**config.mk**
```make
export PLATFORM = sky130hd
export DESIGN_NAME = tport_sram_seq
export DESIGN_NICKNAME = d
export VERILOG_FILES = /design/src/rtl/tpa_pkg.sv /design/src/rtl/tpa_rst_sync.sv /design/src/rtl/tpa_cmd_enc.sv /design/src/rtl/tpa_win_chk.sv /design/src/rtl/tpa_fsm.sv /design/src/rtl/tpa_rdcap.sv /design/src/rtl/tport_sram_seq.sv
export SDC_FILE = /design/constraint.sdc
export NUM_CORES = 1
export LEC_CHECK = 0
export BUFFER_PORTS_ARGS = -buffer_cell sky130_fd_sc_hd__buf_2
export CELL_PAD_IN_SITES_DETAIL_PLACEMENT = 0
export CELL_PAD_IN_SITES_GLOBAL_PLACEMENT = 2
export CORE_MARGIN = 1.5
export CORE_UTILIZATION = 30
export DETAILED_ROUTE_END_ITERATION = 8
export MAX_ROUTING_LAYER = met4
export PLACE_DENSITY = 0.89
export SETUP_SLACK_MARGIN = 0.15
export SLEW_MARGIN = 20
export SYNTH_ARGS = -nofsm -noshare
export SYNTH_HDL_FRONTEND = slang
export SYNTH_SLANG_ARGS = --single-unit
```
**constraint.sdc**
```tcl
create_clock -name clk -period 6.3 [get_ports clk]
set_clock_uncertainty 0.05 [all_clocks]
set_input_delay 0.945 -clock clk [delete_from_list [all_inputs] [get_ports clk]]
set_output_delay 0.945 -clock clk [all_outputs]
set_load 0.05 [all_outputs]
```
**src/rtl/tpa_pkg.sv**
```systemverilog
`timescale 1ns/1ps
package tpa_pkg;
  // sequencer phases
  typedef enum logic [3:0] {
    ST_IDLE,
    ST_LO,
    ST_LO_W,
    ST_HI,
    ST_HI_W,
    ST_CMD,
    ST_CMD_W,
    ST_CLR,
    ST_CLR_W,
    ST_DONE
  } st_e;

  // test-port register selects
  localparam logic [1:0] SEL_CMD = 2'd0;
  localparam logic [1:0] SEL_LO  = 2'd1;
  localparam logic [1:0] SEL_HI  = 2'd2;

  // address bits that reach the command word
  localparam int LINE_LSB = 3;
  localparam int LINE_MSB = 15;

  // command word bit positions
  localparam int CB_WAY     = 26;
  localparam int CB_ISIDE   = 24;
  localparam int CB_BANK    = 23;
  localparam int CB_SUB_LO  = 16;
  localparam int CB_ARRAY   = 2;
  localparam int CB_WRITE   = 1;
endpackage

```
**src/rtl/tpa_rst_sync.sv**
```systemverilog
`timescale 1ns/1ps
module tpa_rst_sync (
  input  logic clk,
  input  logic rst_n,
  output logic rst_sync_n
);
  logic [1:0] pipe_q;

  always_ff @(posedge clk or negedge rst_n) begin
    if (!rst_n) begin
      pipe_q <= 2'b00;
    end else begin
      pipe_q <= {pipe_q[0], 1'b1};
    end
  end

  assign rst_sync_n = pipe_q[1];
endmodule

```
**src/rtl/tpa_cmd_enc.sv**
```systemverilog
`timescale 1ns/1ps
module tpa_cmd_enc
  import tpa_pkg::*;
#(
  parameter int REG_W = 32
) (
  input  logic [LINE_MSB:LINE_LSB] line_addr,
  input  logic                     is_write,
  output logic [REG_W-1:0]         cmd
);
  always_comb begin
    cmd                      = '0;
    cmd[CB_WAY]              = line_addr[11];
    cmd[CB_ISIDE]            = 1'b1;
    cmd[CB_BANK]             = line_addr[15];
    cmd[CB_SUB_LO+1:CB_SUB_LO] = line_addr[13:12];
    cmd[14]                  = line_addr[14];
    cmd[10:3]                = line_addr[10:3];
    cmd[CB_ARRAY]            = 1'b1;
    cmd[CB_WRITE]            = is_write;
  end
endmodule

```
**src/rtl/tpa_win_chk.sv**
```systemverilog
`timescale 1ns/1ps
module tpa_win_chk #(
  parameter int              ADDR_W   = 32,
  parameter logic [ADDR_W-1:0] WIN_BASE = '0,
  parameter logic [ADDR_W-1:0] WIN_SIZE = 'h10000
) (
  input  logic [ADDR_W-1:0] addr,
  input  logic              is_write,
  output logic              refuse
);
  localparam logic [ADDR_W:0] WIN_END = {1'b0, WIN_BASE} + {1'b0, WIN_SIZE};

  logic [ADDR_W:0] addr_x;

  always_comb begin
    addr_x = {1'b0, addr};
    if (is_write) begin
      refuse = (addr_x >= WIN_END);
    end else begin
      refuse = (addr_x > WIN_END);
    end
  end
endmodule

```
**src/rtl/tpa_fsm.sv**
```systemverilog
`timescale 1ns/1ps
module tpa_fsm
  import tpa_pkg::*;
(
  input  logic clk,
  input  logic rst_n,
  input  logic req_valid,
  input  logic req_write,
  input  logic req_refuse,
  output logic accept,
  output logic ready,
  output logic done,
  output logic port_we,
  output logic [1:0] port_sel,
  output logic cap_en,
  output st_e  state
);
  st_e state_q, state_d;
  logic wr_q, wr_d;

  assign ready  = (state_q == ST_IDLE);
  assign accept = ready & req_valid;

  always_comb begin
    state_d = state_q;
    wr_d    = wr_q;
    unique case (state_q)
      ST_IDLE: begin
        if (accept) begin
          wr_d = req_write;
          if (req_refuse) begin
            state_d = ST_DONE;
          end else if (req_write) begin
            state_d = ST_LO;
          end else begin
            state_d = ST_CMD;
          end
        end
      end
      ST_LO:    state_d = ST_LO_W;
      ST_LO_W:  state_d = ST_HI;
      ST_HI:    state_d = ST_HI_W;
      ST_HI_W:  state_d = ST_CMD;
      ST_CMD:   state_d = ST_CMD_W;
      ST_CMD_W: state_d = ST_CLR;
      ST_CLR:   state_d = ST_CLR_W;
      ST_CLR_W: state_d = ST_DONE;
      ST_DONE:  state_d = ST_IDLE;
      default:  state_d = ST_IDLE;
    endcase
  end

  always_ff @(posedge clk or negedge rst_n) begin
    if (!rst_n) begin
      state_q <= ST_IDLE;
      wr_q    <= 1'b0;
    end else begin
      state_q <= state_d;
      wr_q    <= wr_d;
    end
  end

  always_comb begin
    port_we  = 1'b0;
    port_sel = SEL_CMD;
    unique case (state_q)
      ST_LO:  begin port_we = 1'b1; port_sel = SEL_LO; end
      ST_HI:  begin port_we = 1'b1; port_sel = SEL_HI; end
      ST_CMD: begin port_we = 1'b1; port_sel = SEL_CMD; end
      ST_CLR: begin port_we = 1'b1; port_sel = SEL_CMD; end
      default: begin port_we = 1'b0; port_sel = SEL_CMD; end
    endcase
  end

  assign done   = (state_q == ST_DONE);
  assign cap_en = (state_q == ST_CMD_W) & ~wr_q;
  assign state  = state_q;
endmodule

```
**src/rtl/tpa_rdcap.sv**
```systemverilog
`timescale 1ns/1ps
module tpa_rdcap #(
  parameter int REG_W = 32
) (
  input  logic               clk,
  input  logic               rst_n,
  input  logic               zero_en,
  input  logic               cap_en,
  input  logic [REG_W-1:0]   lo_in,
  input  logic [REG_W-1:0]   hi_in,
  output logic [2*REG_W-1:0] word
);
  logic [2*REG_W-1:0] word_q, word_d;

  always_comb begin
    word_d = word_q;
    if (zero_en) begin
      word_d = '0;
    end else if (cap_en) begin
      word_d = {hi_in, lo_in};
    end
  end

  always_ff @(posedge clk or negedge rst_n) begin
    if (!rst_n) begin
      word_q <= '0;
    end else if (zero_en || cap_en) begin
      word_q <= word_d;
    end
  end

  assign word = word_q;
endmodule

```
**src/rtl/tport_sram_seq.sv**
```systemverilog
`timescale 1ns/1ps
module tport_sram_seq
  import tpa_pkg::*;
#(
  parameter int                ADDR_W   = 32,
  parameter int                REG_W    = 32,
  parameter logic [ADDR_W-1:0] WIN_BASE = '0,
  parameter logic [ADDR_W-1:0] WIN_SIZE = 'h10000
) (
  input  logic                 clk,
  input  logic                 rst_n,
  input  logic                 req_valid,
  output logic                 req_ready,
  input  logic                 req_write,
  input  logic [ADDR_W-1:0]    req_addr,
  input  logic [2*REG_W-1:0]   req_wdata,
  output logic                 done,
  output logic [2*REG_W-1:0]   rd_data,
  output logic                 tp_we,
  output logic [1:0]           tp_sel,
  output logic [REG_W-1:0]     tp_wdata,
  input  logic [REG_W-1:0]     tp_rdata0,
  input  logic [REG_W-1:0]     tp_rdata1
);
  localparam int DATA_W = 2 * REG_W;

  logic rst_sync_n;
  logic refuse, accept, cap_en;
  st_e  state;
  logic [LINE_MSB:LINE_LSB] line_q;
  logic                     wr_q;
  logic [DATA_W-1:0]        wdata_q;
  logic [REG_W-1:0]         cmd_word;

  tpa_rst_sync u_rst (
    .clk        (clk),
    .rst_n      (rst_n),
    .rst_sync_n (rst_sync_n)
  );

  tpa_win_chk #(
    .ADDR_W   (ADDR_W),
    .WIN_BASE (WIN_BASE),
    .WIN_SIZE (WIN_SIZE)
  ) u_win (
    .addr     (req_addr),
    .is_write (req_write),
    .refuse   (refuse)
  );

  tpa_fsm u_fsm (
    .clk        (clk),
    .rst_n      (rst_sync_n),
    .req_valid  (req_valid),
    .req_write  (req_write),
    .req_refuse (refuse),
    .accept     (accept),
    .ready      (req_ready),
    .done       (done),
    .port_we    (tp_we),
    .port_sel   (tp_sel),
    .cap_en     (cap_en),
    .state      (state)
  );

  // request hold registers, loaded on acceptance only
  always_ff @(posedge clk or negedge rst_sync_n) begin
    if (!rst_sync_n) begin
      line_q  <= '0;
      wr_q    <= 1'b0;
      wdata_q <= '0;
    end else if (accept) begin
      line_q  <= req_addr[LINE_MSB:LINE_LSB];
      wr_q    <= req_write;
      wdata_q <= req_wdata;
    end
  end

  tpa_cmd_enc #(
    .REG_W (REG_W)
  ) u_enc (
    .line_addr (line_q),
    .is_write  (wr_q),
    .cmd       (cmd_word)
  );

  always_comb begin
    unique case (state)
      ST_LO:   tp_wdata = wdata_q[REG_W-1:0];
      ST_HI:   tp_wdata = wdata_q[DATA_W-1:REG_W];
      ST_CMD:  tp_wdata = cmd_word;
      default: tp_wdata = '0;
    endcase
  end

  tpa_rdcap #(
    .REG_W (REG_W)
  ) u_cap (
    .clk     (clk),
    .rst_n   (rst_sync_n),
    .zero_en (accept & refuse & ~req_write),
    .cap_en  (cap_en),
    .lo_in   (tp_rdata0),
    .hi_in   (tp_rdata1),
    .word    (rd_data)
  );
endmodule

```
* Yosys cells after proc, flatten, opt, wreduce, memory -nomap -nowiden
Cells that the tools add are included.
** Word-level totals
- Flip-flop bits (word level) :: 149
- Latch bits :: 0
- Memory bits (writable) :: 0
- Memory bits (read-only) :: 0
- Input port bits :: 164
- Output and inout port bits :: 101
- Memories kept :: 0
** Operators by class
- Add/subtract/negate cells :: 0
- Multiply operators :: 0
- Divide/modulo/power cells :: 0
- Magnitude comparators :: 2
- Equality and inequality tests :: 10
- Shifts and indexed selects :: 0
- Mux-type cells :: 10
- Bitwise operators :: 6
- Reduce and logical (&&, ||, !) cells :: 6
** Operator list (count)
- 64-bit two-way mux :: 2
- 32-bit case mux with 3 select lines :: 1
- 4-bit case mux with 9 select lines :: 1
- 32-bit by 17-bit >= comparator with 1-bit output (second input constant) :: 1
- 32-bit by 17-bit > comparator with 1-bit output (second input constant) :: 1
- 4-bit by 3-bit equality test with 1-bit output (second input constant) :: 4
- 4-bit by 2-bit equality test with 1-bit output (second input constant) :: 2
- 4-bit equality test (second input constant) :: 2
- 4-bit two-way mux :: 2
- 1-bit AND :: 4
- 4-bit by 1-bit equality test with 1-bit output (second input constant) :: 1
- 4-bit logical NOT :: 1
- 2-bit case mux with 2 select lines :: 1
- 2-bit AND reduction :: 2
- 4-bit OR reduction :: 1
- 3-bit two-way mux :: 1
- 1-bit two-way mux :: 2
- 2-bit != test (second input constant) :: 1
- 1-bit inverter :: 2
- 2-bit nonzero test :: 1
- 1-bit logical OR :: 1

* Logic depth before layout (Yosys ltp)
Gate-level depths: netlist of run 1.
- Depth in word-level cells :: 6
- Gate-level depth with buffers :: 7
- Depth with buffers taken out :: 5

* Hierarchy
Synthesis of run 1 repeated with hierarchy kept, for this count alone.
** Second synthesis, totals
- Cells, all modules :: 529
- Area, all modules :: 7148.1 um^2
** Modules (own cells, without submodules)
- tport_sram_seq :: instances 1, cells each 245, area an instance 3849.9 um^2
- tpa_rdcap :: instances 1, cells each 206, area an instance 2611.3 um^2
- tpa_fsm :: instances 1, cells each 30, area an instance 309.0 um^2
- tpa_cmd_enc :: instances 1, cells each 34, area an instance 247.7 um^2
- tpa_win_chk :: instances 1, cells each 11, area an instance 76.3 um^2
- tpa_rst_sync :: instances 1, cells each 3, area an instance 53.8 um^2

* Worst setup path before layout of run 1
OpenSTA, ideal clock, no wires.
- Path type :: register to output
- From :: reg u_fsm.state_q[1] (netlist: u_fsm.state[1])
- To :: out tp_wdata[14]
- Arrival :: 2166 ps
- Required time :: 5305 ps
- Setup slack :: 3139 ps
- Cell stages (with the launch flop) :: 7
- Cell sequence :: dfrtp_1 -> buf_2 -> nand2b_1 -> nor3_1 -> clkbuf_1 -> a222oi_1 -> inv_1
** On the way
- Longest elaborated chain between the ends :: 2
- Elaborated cells on any way between the ends :: 4
- Those cells by class :: eq/ne: 3; mux: 1
** RTL lines
- start: declaration :: RTL line tpa_fsm.sv:18 : st_e state_q, state_d;
- start signal: assignment :: RTL line tpa_fsm.sv:58 : state_q <= state_d;
- 4-bit by 3-bit equality test with 1-bit output (tied with other cells) :: RTL line tport_sram_seq.sv:88 : unique case (state)
- 32-bit case mux with 3 select lines * :: RTL line tport_sram_seq.sv:88
- end: declaration :: RTL line tport_sram_seq.sv:21 : output logic [REG_W-1:0] tp_wdata,
Every way passes the cells marked *; elsewhere a longest branch is shown, timed or not.

* Worst setup path in the final report of run 1
- From :: reg u_fsm.state_q[1] (netlist: u_fsm.state[1])
- To :: out tp_wdata[10]
Same word-level chain as after synthesis.

==> results.json, run 1 <==
{
  "criticalPathCategory": "reg -> out",
  "crit_family": "simple AND/OR/NAND/NOR gates",
  "net-switching-power_mw": 2.33,
  "grt_pass1_vias": 4703,
  "fin_area_sq_mm": 0.00849,
  "timing.fmax_mhz": 273,
  "syn2layout_area_growth_pct": 34.3,
  "drt_iter0_markers": 211,
  "initial_utilization_pct": 30.9,
  "synth-edff-count": 0,
  "antenna_found_initial": 1,
  "cts_hold_buf": 0,
  "final_cells": 1017,
  "post-route-period-util_pct": 58.1,
  "dieWidth_microns": 148,
  "r2r_cells": 5,
  "hp-class": "reg -> async",
  "critPathRequiredTime_ps": 5300,
  "wl_per_cell_microns": 16.3,
  "synth_cells": 473,
  "syn-num-nets": 637,
  "reg2reg_from": "u_fsm.state[2]",
  "p_int_mw": 2.79,
  "rsz0062_at_grt": "no",
  "clock-sinks": 148,
  "drt-pass1-iter-count": 4,
  "tritoncts": "built",
  "insertion_delay_ps": 410,
  "crit_path_end_kind": "output pin",
  "cap_viol_max_count": 0,
  "crit_cells": 6,
  "setup-tns-final_ps": 0,
  "netlist_area_sq_mm": 0.00632,
  "status": "completed",
  "post_cts_resized": 0,
  "io_buffers": 264,
  "ys_seq_area_share_pct": 58.6,
  "dpl_cell_area_sq_mm": 0.00786,
  "setup_viol": 0,
  "p_clk_share_pct": 20.6,
  "crit_buf_inv": 3,
  "grt-ovfl-total": 0,
  "cts_made_buffers": 17,
  "pwr-share-seq_pct": 32.8,
  "slowest_stage": "nor3_2",
  "root_buffer": "clkbuf_16",
  "mostFrequentLayoutCell": "buf_2",
  "worst-path-max-fanout": 23,
  "crit_path_start_kind": "flop",
  "synth_warnings": 0,
  "finalPower_mw": 5.13,
  "dr_total_vias": 4668,
  "ios": 265,
  "cts_max_path_buffers": 2,
  "p_leak_nw": 4.29,
  "track_usage_pct": 15.3,
  "r2r_slack_ps": 3870,
  "syn_avg_cell_area_sq_um": 13.4,
  "route.detailed.drc": 0,
  "cts_htree_levels": 4,
  "power_density_mw_per_mm2": 604,
  "cts_setup_buffers": 0,
  "postRouteAntennaNets": 0,
  "comb_power_share_pct": 46.6,
  "slew_headroom_pct": 25.8,
  "grt_pass1_wl_mm": 25.1,
  "hold_viol_final": 0,
  "cp_cell_sequence": "nand2_1 > nor3_2 > buf_4 > a222oi_1 > inv_1 > buf_2",
  "critical_path.max_stage_delay_ps": 650,
  "ir_drop_mv": 0.327,
  "min_period_ps": 3660,
  "worst_pin_slew_ps": 1110,
  "drive_gt1_share_pct": 52.4,
  "synthFlopType": "dfrtp_1",
  "hpwl_mm": 12.0,
  "place.gp.congestion": 0.750,
  "synth_seq_cells": 148,
  "core_region_area_sq_mm": 0.0204,
  "via_per_inst": 4.59,
  "switching_share_pct": 45.5,
  "reg2reg_to": "u_cap.word[55]",
  "ys_async_sr_fraction_pct": 100,
  "crit_arrival_ps": 2670,
  "die_y_microns": 148,
  "rows": 52,
  "dp_cells": 984,
  "nets": 897,
  "wirelength_mm": 16.6,
  "fin_util_pct": 41.6,
  "dieArea_sq_mm": 0.0219,
  "grt_max_degree": 65,
  "drv_slew": 0,
  "final_cell_mix": "264 x buf_2, 147 x dfrtp_1, 78 x mux2_2, 67 x nor2_1, 64 x mux2i_1",
  "ys_types": 36,
  "clk_pin_slew_ps": 60
}
[worst max-delay path by stage]
| stage | from | endpoint | slack, ps |
|---|---|---|---|
| detailed placement | u_fsm.state[1] | tp_wdata[17] | 3050 |
| global placement | u_fsm.state[1] | tp_wdata[17] | 3130 |
| floorplan | u_rst.pipe_q[1] | line_q[10] | 1820 |
| CTS | u_fsm.state[1] | tp_wdata[23] | 2600 |
| global route | u_fsm.state[1] | tp_wdata[16] | 2420 |
| finish | u_fsm.state[1] | tp_wdata[10] | 2640 |
[power by group through the flow]
stage          sequential, mW  clock, mW  combinational, mW
2_1_floorplan            2.28          0               1.24
3_3_place_gp             1.70          0               2.38
3_5_place_dp             1.69          0               2.41
4_1_cts                  1.68       1.09               2.41
5_1_grt                  1.73       1.14               2.53
6_report                 1.68       1.06               2.39
[cell usage after synthesis (all sizes together), types with 4 or more instances]
| cell type | n | area, sq um |
|---|---|---|
| buf | 22 | 163 |
| clkbuf | 9 | 37.5 |
| dfrtp | 148 | 3700 |
| nor3 | 5 | 25.0 |
| a22o | 16 | 140 |
| nor4 | 7 | 58.8 |
| nand2b | 4 | 25.0 |
| mux2 | 78 | 878 |
| a222oi | 14 | 140 |
| inv | 16 | 60.1 |
| nor2 | 67 | 251 |
| mux2i | 64 | 641 |
[area by class of cell]
| class | count | area, sq um |
|---|---|---|
| fillers | 1960 | 11900 |
| flip-flops and latches | 148 | 3710 |
| multi-input cells | 278 | 2380 |
| repair buffers | 272 | 1380 |
| clock buffers | 19 | 453 |
| well taps | 270 | 338 |
| clock inverters | 13 | 173 |
| inverters | 16 | 60.1 |
| diodes | 1 | 2.50 |
[registers in the layout, indices dropped and copies added (netlist names)]
name,flops
u_cap.word,64
u_fsm.state,4
wr_q,1
line_q,13
u_rst.pipe_q,2
wdata_q,64
[logic make-up after synthesis]
group,after synthesis,share of synthesized area [%]
AOI/OAI and AO/OA,40,6.10
other,1,0.0593
muxes,142,24.0
DFF,148,58.6
buffers and inverters,47,4.12
xor gates and xnor gates,1,0.139
and+or+nand+nor,94,6.97
[per-stage QoR]
step / setup slack [ps] / hold WS [ps]
after floorplan: 1820 / 281
after global routing: 2420 / 230
after CTS: 2600 / 233
final: 2640 / 223
after detailed placement: 3050 / 246
after global placement: 3130 / 243
[metal layers]
metal | GRT usage [%] | vias up | routed length, microns | share of wire (%)
met1 | 18.2 | 2228 | 7080 | 43
met4 | 3.61 | 0 | 131 | 0.79
met2 | 25.3 | 214 | 8030 | 48
met3 | 5.12 | 7 | 1330 | 8.0
li1 | - | 2219 | - | -
met5 | - | - | 0 | 0
No activity file was read; power rests on OpenSTA's default activity.
==> run 2, diff against run 1 <==
- ABC_AREA: unset -> 1
- CORE_UTILIZATION: 30 -> 27
- PLACE_DENSITY: 0.89 -> 0.91
- clock period: 6.3 -> 3.78 ns (I/O delays scaled with it)
==> run 2 against run 1 <==
Compared with the run above: register-to-register slack got worse by 2400 ps; setup slack worse by 2100 ps; utilization decreased by 5.4 points; via count rose by 30%; final cell count up 46%; area after synthesis increased by 8.7%; largest power group unchanged; clock-buffer cell count decreased by 2.
==> results.json, run 2 <==
{
  "grt_max_degree": 65,
  "cts_made_buffers": 17,
  "rows": 58,
  "place.gp.congestion": 0.791,
  "drt_iter0_markers": 422,
  "timing.fmax_mhz": 312,
  "cts_htree_levels": 4,
  "synth_top_area_share_pct": 53.9,
  "status": "completed",
  "syn2layout_area_growth_pct": 32.2,
  "p_int_mw": 3.93,
  "crit_arrival_ps": 2590,
  "synth_area_leaders": "dfrtp_1 54%, nand2_1 21%, inv_1 7.9%, o21ai_0 5.0%, o221ai_1 1.9%",
  "wl_per_cell_microns": 13.5,
  "grt-busiest-layer": "met2",
  "critPathRequiredTime_ps": 3160,
  "p_clk_share_pct": 23.1,
  "synth-edff-count": 0,
  "initial_utilization_pct": 27.4,
  "ys_async_sr_fraction_pct": 100,
  "ir_drop_mv": 0.392,
  "core_region_area_sq_mm": 0.0251,
  "timing.hold.ws_ps": 288,
  "min_period_ps": 3210,
  "hp-class": "in -> reg",
  "power_density_mw_per_mm2": 833,
  "dieWidth_microns": 163,
  "syn_avg_cell_area_sq_um": 7.76,
  "cts_max_path_buffers": 2,
  "die_y_microns": 163,
  "crit_path_start_kind": "flop",
  "clk_pin_slew_ps": 80,
  "dp_cells": 1446,
  "dr_total_vias": 6087,
  "via_per_inst": 4.11,
  "synthFlopType": "dfrtp_1",
  "ys_top_cells_by_count": "378 x nand2_1, 148 x dfrtp_1, 145 x inv_1, 69 x o21ai_0, 23 x nor2_1",
  "switching_share_pct": 48.0,
  "clock-sinks": 148,
  "p_leak_nw": 5.46,
  "rsz0062_at_grt": "no",
  "synth_warnings": 0,
  "root_buffer": "clkbuf_16",
  "grt-ovfl-total": 0,
  "crit_path_end_kind": "output pin",
  "grtUsageMet3_pct": 4.69,
  "drv_slew": 0,
  "syn-num-nets": 1050,
  "worst-path-max-fanout": 33,
  "ys_types": 30,
  "drt-pass1-iter-count": 4,
  "comb_power_share_pct": 44.6,
  "met2_usage_pct": 23.8,
  "dieArea_sq_mm": 0.0264,
  "criticalPathCategory": "reg -> out",
  "drive_gt1_share_pct": 29.3,
  "final_cell_mix": "378 x nand2_1, 264 x buf_2, 147 x dfrtp_1, 144 x inv_1, 69 x o21ai_0",
  "grt_pass1_wl_mm": 31.0,
  "track_usage_pct": 15.6,
  "ys_seq_area_share_pct": 53.9,
  "ios": 265,
  "synth_cells": 886,
  "net-switching-power_mw": 3.64,
  "worst_pin_slew_ps": 880,
  "insertion_delay_ps": 420,
  "grt_pass1_vias": 5794,
  "pwr-share-seq_pct": 32.3,
  "hpwl_mm": 14.1,
  "final_cells": 1482,
  "cap_viol_max_count": 0,
  "netlist_area_sq_mm": 0.00687,
  "synth_seq_cells": 148,
  "mostFrequentLayoutCell": "nand2_1",
  "antenna_found_initial": 3,
  "nets": 1300,
  "tritoncts": "built",
  "synth_most_common_cell": "nand2_1",
  "io_buffers": 264,
  "setup-tns-final_ps": 0,
  "hold_viol_final": 0,
  "slew_headroom_pct": 41.3,
  "fillerInstances": 2723,
  "postRouteAntennaNets": 0,
  "route.detailed.drc": 0,
  "setup_viol": 0,
  "synth_top_area_cell": "dfrtp_1",
  "wirelength_mm": 20.0,
  "cts_setup_buffers": 0,
  "grtUsageMet1_pct": 20.3,
  "post-route-period-util_pct": 84.9
}
run 2: power groups by stage:
stage               combinational (mW)  clock (mW)  sequential [mW]
global route                      3.70        1.88             2.51
CTS                               3.41        1.82             2.44
detailed placement                3.40           0             2.47
finish                            3.38        1.75             2.44
floorplan                         1.94           0             3.13
global placement                  3.39           0             2.45
run 2: cell type report:
cell class              instances  area [sq um]  area share, %
inverters                     161           611           6.72
flip-flops and latches        148          3710           40.8
multi-input cells             535          2320           25.5
repair buffers                273          1400           15.4
diodes                          3          7.51         0.0826
clock buffers                  17           425           4.68
clock inverters                15           204           2.24
well taps                     330           413           4.54
run 2: path summary, 6_finish.rpt:
check                                      from              end  slack, ps  cells past startpoint
worst min-delay path              req_wdata[28]      wdata_q[28]        290                      3
worst max register to register   u_fsm.state[0]   u_cap.word[26]       1460                      8
worst max-delay path             u_fsm.state[2]     tp_wdata[16]        570                      6
max in group asynchronous       u_rst.pipe_q[1]      wdata_q[44]       2370                      1
worst min register to register  u_rst.pipe_q[0]  u_rst.pipe_q[1]        310                      0
min in group asynchronous       u_rst.pipe_q[1]   u_fsm.state[1]        370                      0
run 2: repair_timing:
action / in CTS / in global routing
gates resized for setup: 0 / 1
hold endpoints to repair: 2 / 0
endpoints found under the setup margin: 0 / 32
hold buffers: 1 / 0
run 2: cell families after synthesis:
kind of cell / share of synthesized area (%)
AO/OA/AOI/OAI: 8.97
AND/OR/NAND/NOR: 24.7
flip-flops: 53.9
other: 0.0546
buffers and inverters: 12.4
run 2: critical path, stage by stage, from the launching register on:
cell and delay [ps]:
dfrtp_1 420, nor2_1 140, inv_2 90, nor2_1 210, clkinvlp_4 540, o211ai_1 430, buf_2 320
run 2: per-layer routing:
layer  share of wire (%)  vias to the layer above
li1                    -                     3164
met1                  47                     2714
met2                  46                      202
met3                 7.3                        7
met4                0.38                        0
met5                   0                        -
run 2: stage by stage:
| stage | utilization [%] | power (mW) | worst slack, ps | instance area (sq um) |
|---|---|---|---|---|
| floorplan | - | 5.07 | 578 | 6880 |
| global placement | 33.6 | 5.85 | 1280 | 8440 |
| detailed placement | 33.6 | 5.87 | 1200 | 8440 |
| CTS | 36.1 | 7.67 | 721 | 9080 |
| global route | 36.2 | 8.09 | 316 | 9090 |
| finish | 36.2 | 7.57 | 570 | 9090 |
